===== src/rtl/fia_pkg.sv =====
package fia_pkg;
   localparam int EVT_TYPES   = 6;
   localparam int LANE_W      = 8;
   localparam int LANES_PER_W = 4;
   localparam int WORD_W      = LANE_W * LANES_PER_W;

   typedef enum logic [2:0] {
      EV_CAP_AE  = 3'd0,
      EV_CAP_AF  = 3'd1,
      EV_PLY_AE  = 3'd2,
      EV_PLY_AF  = 3'd3,
      EV_CAP_OVF = 3'd4,
      EV_PLY_OVF = 3'd5
   } evt_code_e;

   typedef enum logic [2:0] {
      GRP_EN    = 3'd0,
      GRP_CLR   = 3'd1,
      GRP_RAW   = 3'd2,
      GRP_MSK   = 3'd3,
      GRP_HMASK = 3'd4,
      GRP_NONE  = 3'd5
   } grp_e;
endpackage


===== src/rtl/fia_addr_decode.sv =====
module fia_addr_decode
   import fia_pkg::*;
#(
   parameter int NUM_WORDS = 3,
   parameter int ADDR_W    = 4,
   parameter int WIDX_W    = 2
) (
   input  logic [ADDR_W-1:0] addr,
   output grp_e              grp,
   output logic [WIDX_W-1:0] widx
);
   always_comb begin
      int a;
      a    = int'(addr);
      grp  = GRP_NONE;
      widx = '0;
      if (a < NUM_WORDS) begin
         grp  = GRP_EN;
         widx = WIDX_W'(a);
      end else if (a < 2*NUM_WORDS) begin
         grp  = GRP_CLR;
         widx = WIDX_W'(a - NUM_WORDS);
      end else if (a < 3*NUM_WORDS) begin
         grp  = GRP_RAW;
         widx = WIDX_W'(a - 2*NUM_WORDS);
      end else if (a < 4*NUM_WORDS) begin
         grp  = GRP_MSK;
         widx = WIDX_W'(a - 3*NUM_WORDS);
      end else if (a == 4*NUM_WORDS) begin
         grp  = GRP_HMASK;
      end
   end
endmodule


===== src/rtl/fia_chan_lane.sv =====
module fia_chan_lane
   import fia_pkg::*;
#(
   parameter int NTYPE = EVT_TYPES
) (
   input  logic             clk,
   input  logic             rst_n,
   input  logic [NTYPE-1:0] evt_i,
   input  logic             en_we,
   input  logic [NTYPE-1:0] en_wdata,
   input  logic [NTYPE-1:0] clr_i,
   output logic [NTYPE-1:0] raw_o,
   output logic [NTYPE-1:0] en_o
);
   always_ff @(posedge clk or negedge rst_n) begin
      if (!rst_n) begin
         raw_o <= '0;
         en_o  <= '0;
      end else begin
         raw_o <= (raw_o & ~clr_i) | evt_i;
         if (en_we) en_o <= en_wdata;
      end
   end


   raw_set_chk: assert property (@(posedge clk) disable iff (!rst_n)
      1'b1 |=> (($past(evt_i) & ~raw_o) == '0));

   raw_hold_chk: assert property (@(posedge clk) disable iff (!rst_n)
      1'b1 |=> (($past(raw_o) & ~$past(clr_i) & ~raw_o) == '0));

   raw_clear_chk: assert property (@(posedge clk) disable iff (!rst_n)
      1'b1 |=> (($past(clr_i) & ~$past(evt_i) & raw_o) == '0));

   en_hold_chk: assert property (@(posedge clk) disable iff (!rst_n)
      !en_we |=> $stable(en_o));
endmodule


===== src/rtl/fia_word_pack.sv =====
module fia_word_pack
   import fia_pkg::*;
#(
   parameter int NUM_CH    = 10,
   parameter int NUM_WORDS = 3
) (
   input  logic [NUM_CH*EVT_TYPES-1:0]  bits_i,
   output logic [NUM_WORDS*WORD_W-1:0] words_o
);
   localparam int PAD_W = LANE_W - EVT_TYPES;

   for (genvar w = 0; w < NUM_WORDS; w++) begin : g_word
      for (genvar l = 0; l < LANES_PER_W; l++) begin : g_lane
         localparam int CH = w*LANES_PER_W + l;
         if (CH < NUM_CH) begin : g_used
            assign words_o[w*WORD_W + l*LANE_W +: LANE_W] =
               {{PAD_W{1'b0}}, bits_i[CH*EVT_TYPES +: EVT_TYPES]};
         end else begin : g_empty
            assign words_o[w*WORD_W + l*LANE_W +: LANE_W] = '0;
         end
      end
   end
endmodule


===== src/rtl/fifo_irq_aggregator.sv =====
module fifo_irq_aggregator
   import fia_pkg::*;
#(
   parameter int NUM_CH = 10,
   parameter int ADDR_W = 4
) (
   input  logic                        clk,
   input  logic                        rst_n,
   input  logic [NUM_CH*EVT_TYPES-1:0] evt_i,
   input  logic                        wr_en,
   input  logic [ADDR_W-1:0]           waddr,
   input  logic [WORD_W-1:0]           wdata,
   input  logic [ADDR_W-1:0]           raddr,
   output logic [WORD_W-1:0]           rdata,
   output logic                        irq_o
);
   localparam int NUM_WORDS = (NUM_CH + LANES_PER_W - 1) / LANES_PER_W;
   localparam int WIDX_W    = (NUM_WORDS > 1) ? $clog2(NUM_WORDS) : 1;
   localparam int NBITS     = NUM_CH * EVT_TYPES;

   if (NUM_CH < 1 || NUM_CH > WORD_W) begin : g_bad_ch
      $error("NUM_CH must lie in 1..32");
   end
   if (4*NUM_WORDS + 1 > (1 << ADDR_W)) begin : g_bad_addr
      $error("ADDR_W too small for the register groups");
   end

   grp_e              wgrp, rgrp;
   logic [WIDX_W-1:0] widx, rwidx;

   fia_addr_decode #(.NUM_WORDS(NUM_WORDS), .ADDR_W(ADDR_W), .WIDX_W(WIDX_W))
      u_wdec (.addr(waddr), .grp(wgrp), .widx(widx));
   fia_addr_decode #(.NUM_WORDS(NUM_WORDS), .ADDR_W(ADDR_W), .WIDX_W(WIDX_W))
      u_rdec (.addr(raddr), .grp(rgrp), .widx(rwidx));

   logic [NBITS-1:0]  raw_all, en_all, msk_all;
   logic [NUM_CH-1:0] hmask, ch_hit;

   for (genvar c = 0; c < NUM_CH; c++) begin : g_ch
      localparam int W = c / LANES_PER_W;
      localparam int L = c % LANES_PER_W;
      logic                 sel;
      logic [EVT_TYPES-1:0] lane_d, clr;

      assign sel    = wr_en && (widx == WIDX_W'(W));
      assign lane_d = wdata[L*LANE_W +: EVT_TYPES];
      assign clr    = (sel && wgrp == GRP_CLR) ? lane_d : '0;

      fia_chan_lane #(.NTYPE(EVT_TYPES)) u_lane (
         .clk     (clk),
         .rst_n   (rst_n),
         .evt_i   (evt_i[c*EVT_TYPES +: EVT_TYPES]),
         .en_we   (sel && wgrp == GRP_EN),
         .en_wdata(lane_d),
         .clr_i   (clr),
         .raw_o   (raw_all[c*EVT_TYPES +: EVT_TYPES]),
         .en_o    (en_all[c*EVT_TYPES +: EVT_TYPES])
      );

      assign msk_all[c*EVT_TYPES +: EVT_TYPES] =
         raw_all[c*EVT_TYPES +: EVT_TYPES] & en_all[c*EVT_TYPES +: EVT_TYPES];
      assign ch_hit[c] = hmask[c] && (|msk_all[c*EVT_TYPES +: EVT_TYPES]);
   end

   always_ff @(posedge clk or negedge rst_n) begin
      if (!rst_n)                        hmask <= '0;
      else if (wr_en && wgrp == GRP_HMASK) hmask <= wdata[NUM_CH-1:0];
   end

   logic unused_wdata_bits;
   assign unused_wdata_bits = ^wdata;

   assign irq_o = |ch_hit;

   logic [NUM_WORDS*WORD_W-1:0] en_words, raw_words, msk_words;

   fia_word_pack #(.NUM_CH(NUM_CH), .NUM_WORDS(NUM_WORDS))
      u_pack_en  (.bits_i(en_all),  .words_o(en_words));
   fia_word_pack #(.NUM_CH(NUM_CH), .NUM_WORDS(NUM_WORDS))
      u_pack_raw (.bits_i(raw_all), .words_o(raw_words));
   fia_word_pack #(.NUM_CH(NUM_CH), .NUM_WORDS(NUM_WORDS))
      u_pack_msk (.bits_i(msk_all), .words_o(msk_words));

   always_comb begin
      rdata = '0;
      unique case (rgrp)
         GRP_EN:    rdata = en_words[rwidx*WORD_W +: WORD_W];
         GRP_RAW:   rdata = raw_words[rwidx*WORD_W +: WORD_W];
         GRP_MSK:   rdata = msk_words[rwidx*WORD_W +: WORD_W];
         GRP_HMASK: rdata = WORD_W'(hmask);
         default:   rdata = '0;
      endcase
   end


   irq_needs_mask_chk: assert property (@(posedge clk) disable iff (!rst_n)
      irq_o |-> (hmask != '0));

   irq_needs_raw_chk: assert property (@(posedge clk) disable iff (!rst_n)
      (raw_all == '0) |-> !irq_o);

   status_write_ignored_chk: assert property (@(posedge clk) disable iff (!rst_n)
      (wr_en && (wgrp == GRP_RAW || wgrp == GRP_MSK) && evt_i == '0)
         |=> $stable(raw_all) && $stable(en_all) && $stable(hmask));

   masked_subset_chk: assert property (@(posedge clk) disable iff (!rst_n)
      (msk_all & ~raw_all) == '0);
endmodule


===== config.mk =====
export PLATFORM = sky130hd
export DESIGN_NAME = fifo_irq_aggregator
export DESIGN_NICKNAME = d
export VERILOG_FILES = /design/src/rtl/fia_pkg.sv /design/src/rtl/fia_addr_decode.sv /design/src/rtl/fia_chan_lane.sv /design/src/rtl/fia_word_pack.sv /design/src/rtl/fifo_irq_aggregator.sv
export SDC_FILE = /design/constraint.sdc
export NUM_CORES = 1
export LEC_CHECK = 0
export ABC_AREA = 1
export BUFFER_PORTS_ARGS = -buffer_cell sky130_fd_sc_hd__buf_4
export CAP_MARGIN = 20
export CORE_MARGIN = 2
export CORE_UTILIZATION = 45
export DETAILED_ROUTE_END_ITERATION = 10
export PLACE_DENSITY = 0.64
export SETUP_SLACK_MARGIN = 0.05
export SLEW_MARGIN = 0
export SYNTH_ARGS = -nofsm -noshare
export SYNTH_HDL_FRONTEND = slang
export SYNTH_SLANG_ARGS = --single-unit
export TNS_END_PERCENT = 5

===== constraint.sdc =====
create_clock -name clk -period 1.8 [get_ports clk]
set_input_delay 0.27 -clock clk [delete_from_list [all_inputs] [get_ports clk]]
set_output_delay 0.27 -clock clk [all_outputs]
set_load 0.02 [all_outputs]

Word level (Yosys, flattened, before mapping)
Cells that the tools add are included.

Input bits: 103. Memories kept: 0. RAM bits: 0. ROM bits: 0. Latch bits: 0. Register bits: 130.

$add $sub $neg: 6. Div/mod/pow operators: 0. Magnitude comparators: 8. Equality and inequality tests: 9. Shift operators: 3. $mul: 0. Multiplexer cells: 29. Bitwise operators: 40. Reductions and logical operators: 34.

Operators with widths (count): indexed part select 96 x 8 -> 32 bit (3); one-hot mux 32 bit (4 select lines) (1); bitwise AND 6 bit (20); 2-to-1 mux 6 bit (10); NOT 6 bit (10); OR 6 bit (10); OR reduction 6 bit (10); 2-to-1 mux 3 bit (8); logical AND 1 bit (20); less-than comparator 4 bit, second input constant (4); 2-to-1 mux 2 bit (8); OR reduction 10 bit (1); == test 4 x 3 -> 1 bit, second input constant (2); less-than comparator 4 x 2 -> 1 bit, second input constant (2); less-than comparator 4 x 3 -> 1 bit, second input constant (2); subtractor 2 bit, second input constant (4); == test 3 x 2 -> 1 bit, second input constant (2); == test 3 bit, second input constant (2); zero test 3 bit (2); subtractor 2 x 1 -> 2 bit, second input constant (2); == test 3 x 1 -> 1 bit, second input constant (1); == test 2 x 1 -> 1 bit, second input constant (1); == test 2 bit, second input constant (1); zero test 2 bit (1); 2-to-1 mux 1 bit (2).

Depth between registers and ports, before layout
Depth after elaboration: 12. Depth in mapped cells: 14.

By module
A second synthesis with hierarchy kept.

Cell total of the unflattened synthesis: 1985. Area total of the unflattened synthesis: 11756.3 µm².

Modules (own cells, without submodules): fia_chan_lane (instances 10, area an instance 461.7 µm², cells an instance 55); fifo_irq_aggregator (instances 1, area an instance 4575.6 µm², cells an instance 1064); fia_word_pack (instances 3, area an instance 724.4 µm², cells an instance 97); fia_addr_decode (instances 2, area an instance 195.2 µm², cells an instance 40).

Least setup slack after synthesis
OpenSTA, ideal clock, no wires.

Path type: input port to output port. Start point: input port raddr[1]. End point: output port rdata[18]. Setup slack: -0.193 ns. Stages: 11. Arrival time: 1.723 ns. Required time: 1.530 ns. Cell sequence: inv_1 ha_1 inv_1 nand3_1 nand2_1 nand2_1 nand2_2 buf_6 buf_4 a21oi_1 nor3_1.

Longest elaborated chain between the ends: 8. Elaborated cells between the ends (all ways): 25. Classes of those cells: add/sub (3); order compare (4); eq/ne (4); shift (3); mux (10); reduce/logical (1).

RTL lines: start, declared (RTL line fifo_irq_aggregator.sv:13) `input logic [ADDR_W-1:0] raddr,`; parallel branches: the longest is 7 deep, another holds less-than comparator 4 bit; one-hot mux 32 bit (4 select lines) (*) (RTL line fifo_irq_aggregator.sv:86) `unique case (rgrp)`; end, declared (RTL line fifo_irq_aggregator.sv:14) `output logic [WORD_W-1:0] rdata,`.

Every way passes the cells marked *.

Worst setup path in the final report
Start point: input port raddr[0]. End point: output port rdata[5].

The elaborated chain is that of the path after synthesis.

==> flow_summary.json <==
{
  "rsz0062_at_grt": "true",
  "ir_drop_uv": 668,
  "syn_to_final_growth_pct": 38.3,
  "fill_cells": 1482,
  "critPathSlowestCell": "buf_4",
  "violations": "negative setup slack",
  "start_util": 0.460,
  "root_buffer": "clkbuf_16",
  "ys_seq_area_frac": 0.428,
  "pin_count": 136,
  "numPortBuffers": 123,
  "numCtsBuffers": 17,
  "seq_area_um2": 3250,
  "min_period_ns": 2.07,
  "cap_violations": 0,
  "hold_class": "primary input to flip-flop",
  "rows": 47,
  "clock_sinks": 130,
  "htreeDepth": 4,
  "status": "finished, violations left",
  "first_global_vias": 7003,
  "grt_max_degree": 90,
  "min_path_cells": 3,
  "vias_per_cell": 5.09,
  "die_w_um": 134,
  "cts_tree": "built",
  "path_max_fanout": 11,
  "start_kind": "primary input",
  "worst_slew_pin_slew_ns": 0.546,
  "cpPeakStageDelay_ns": 0.30,
  "grt.total_usage": 0.266,
  "grt_pass1_wl_mm": 37.1,
  "yosysUniqueCellTypes": 32,
  "ant_nets": 0,
  "worstPathCellList": "buf_6 -> ha_1 -> inv_2 -> nand2_4 -> buf_4 -> o21ai_4 -> buf_4 -> a21oi_2 -> nand2_1 -> nand2_2 -> buf_6",
  "die-height_um": 134,
  "synth_cells": 1089,
  "final_core_util": 0.636,
  "max_freq_ghz": 0.482,
  "multi_input_area_um2": 3860,
  "worstPathRequired_ns": 1.53,
  "fin_setup_tns_ns": -5.08,
  "place_ws_ns": -0.385,
  "synth_area_per_cell_um2": 6.98,
  "slew_headroom": 0.636,
  "setup_slack_ns": -0.274,
  "clk_pin_slew_ns": 0.06,
  "ys.flop_type": "dfrtp_1",
  "firstDrtPassIters": 5,
  "fin_area_um2": 10500,
  "cts_max_path_buffers": 2,
  "wire_per_inst_um": 15.6,
  "synth_edf_count": 0,
  "ys_ff_latch": 130,
  "r2r_cells": 3,
  "cp.arrival_ns": 1.80,
  "dieArea_um2": 18000,
  "synthArstFlopShare": 1.00,
  "cp_num_cells": 11,
  "antenna_found_initial": 0,
  "worstSetupPathType": "primary input to primary output",
  "cpLargestDelayFamily": "buffers and inverters",
  "finalMaxSlewViolations": 0,
  "setup_violations": 25,
  "finClkSkew_ns": 0,
  "synth.cell_area_um2": 7600,
  "hold_viol": 0,
  "dpl_cell_area_um2": 9400,
  "vias": 7576,
  "drc": 0,
  "end_kind": "primary output",
  "place.gp.congestion": 0.864,
  "period_share": 1.15,
  "diodes": 0,
  "fin_nets": 1364,
  "drive_gt1_frac": 0.288,
  "cp_num_buf_inv": 5,
  "yosys_warnings": 0,
  "clk-insertion-delay-late_ns": 0.42,
  "core_area_um2": 16500,
  "leakage_uw": 0.00542,
  "first_iter_violations": 567,
  "total_power_uw": 10400,
  "power_density_nw_per_um2": 985,
  "drt-total-wl_mm": 23.2,
  "grt.overflow.total": 0,
  "place_hpwl_mm": 16.2
}
## stage by stage
step           cells  hold WS (ns)
5_1_grt         1488        0.0286
2_1_floorplan   1094       -0.0256
3_5_place_dp    1448         0.360
6_report        1488        0.0276
3_3_place_gp    1448         0.367
4_1_cts         1486        0.0203
## placed cells by master, fill, tap and decap left out, drive strengths merged
| cell | instances |
|---|---|
| inv | 158 |
| conb | 6 |
| nor2 | 99 |
| a21oi | 40 |
| a31oi | 2 |
| nor3 | 10 |
| or2 | 14 |
| o211ai | 1 |
| dlygate4sd3 | 1 |
| dfrtp | 130 |
| a22o | 7 |
| o22ai | 1 |
| nor3b | 1 |
| buf | 198 |
| clkinv | 6 |
| nand4 | 55 |
| clkbuf | 21 |
| bufinv | 1 |
| ha | 5 |
| nand2 | 381 |
| nand3 | 37 |
| o21ai | 89 |
| clkinvlp | 5 |
## repair_timing
item	4_1_cts	5_1_grt
pin swaps	17	23
endpoints found under the setup margin	27	27
setup buffers	4	2
resized for setup	63	68
endpoints found under the hold margin	130	0
hold buffers	1	0
gates cloned	2	0
## state kept, by name, summed over array words and instances, names as in the netlist
name / flops
g_ch.u_lane.en_o: 60
g_ch.u_lane.raw_o: 60
hmask: 10
## final timing paths
path                                         start                      end  slack (ns)
setup reg to reg            g_ch[2].u_lane.en_o[1]   g_ch[2].u_lane.en_o[1]        1.06
hold reg to reg            g_ch[5].u_lane.raw_o[0]  g_ch[5].u_lane.raw_o[0]        0.48
max in group asynchronous                    rst_n  g_ch[6].u_lane.raw_o[0]        0.92
min in group asynchronous                    rst_n  g_ch[8].u_lane.raw_o[4]        0.42
hold / removal                           evt_i[43]  g_ch[7].u_lane.raw_o[1]        0.03
setup / recovery                          raddr[0]                 rdata[5]       -0.27
## metal layers
metal	share of wire	global-route usage	vias up	wire, um
met2	0.46	0.416	269	10700
met5	0	0	-	0
li1	-	-	3740	-
met3	0.061	0.0438	39	1400
met4	0.023	0.0851	0	524
met1	0.45	0.378	3528	10500
## worst reg2reg max path: stages (launching register included)
cell	delay, ns
dfrtp_1	0.38
buf_4	0.14
nand2_1	0.05
o21ai_1	0.05
## cells by family after synthesis
| group | synth area share |
|---|---|
| AND/OR/NAND/NOR | 0.339 |
| buffers and inverters | 0.123 |
| AO/OA/AOI/OAI | 0.101 |
| flip-flops | 0.428 |
| adder cells (fa/ha/maj) | 0.00823 |
| other | 0.000493 |
## cells in the mapped netlist, types with 2 or more instances
| master | instances | share of area |
|---|---|---|
| nand2_1 | 368 | 0.18 |
| inv_1 | 150 | 0.074 |
| dfrtp_1 | 130 | 0.43 |
| nor2_1 | 94 | 0.046 |
| o21ai_1 | 57 | 0.038 |
| nand4_1 | 55 | 0.045 |
| a21oi_1 | 40 | 0.026 |
| nand3_1 | 34 | 0.022 |
| o21ai_0 | 23 | 0.015 |
| buf_2 | 20 | 0.013 |
| clkbuf_1 | 16 | 0.0079 |
| or2_2 | 14 | 0.012 |
| buf_4 | 11 | 0.011 |
| nand2_2 | 10 | 0.0082 |
| nor3_1 | 10 | 0.0066 |
| o21ai_2 | 9 | 0.010 |
| buf_6 | 8 | 0.012 |
| inv_2 | 8 | 0.0039 |
| a22o_1 | 7 | 0.0081 |
| ha_1 | 5 | 0.0082 |
| nand2_4 | 3 | 0.0044 |
| nand3_2 | 3 | 0.0039 |
| nor2_4 | 3 | 0.0044 |
| a31oi_1 | 2 | 0.0016 |
| clkinv_1 | 2 | 0.00099 |
## power breakdown
part           leakage (uW)  switching, uW  total (uW)  internal [uW]
Clock              0.000267           1280        3270           1980
Combinational       0.00374           1860        3290           1440
Sequential          0.00141            392        3800           3410
Total               0.00542           3530       10400           6830
## final cells by class
| cell class | instances | share of cell area |
|---|---|---|
| sequential | 130 | 0.309 |
| timing repair buffer | 199 | 0.186 |
| clock buffer | 21 | 0.0447 |
| inverter | 160 | 0.0589 |
| tap | 220 | 0.0262 |
| multi-input combinational | 748 | 0.367 |
| clock inverter | 10 | 0.00809 |
No activity file was read; power rests on OpenSTA's default activity.
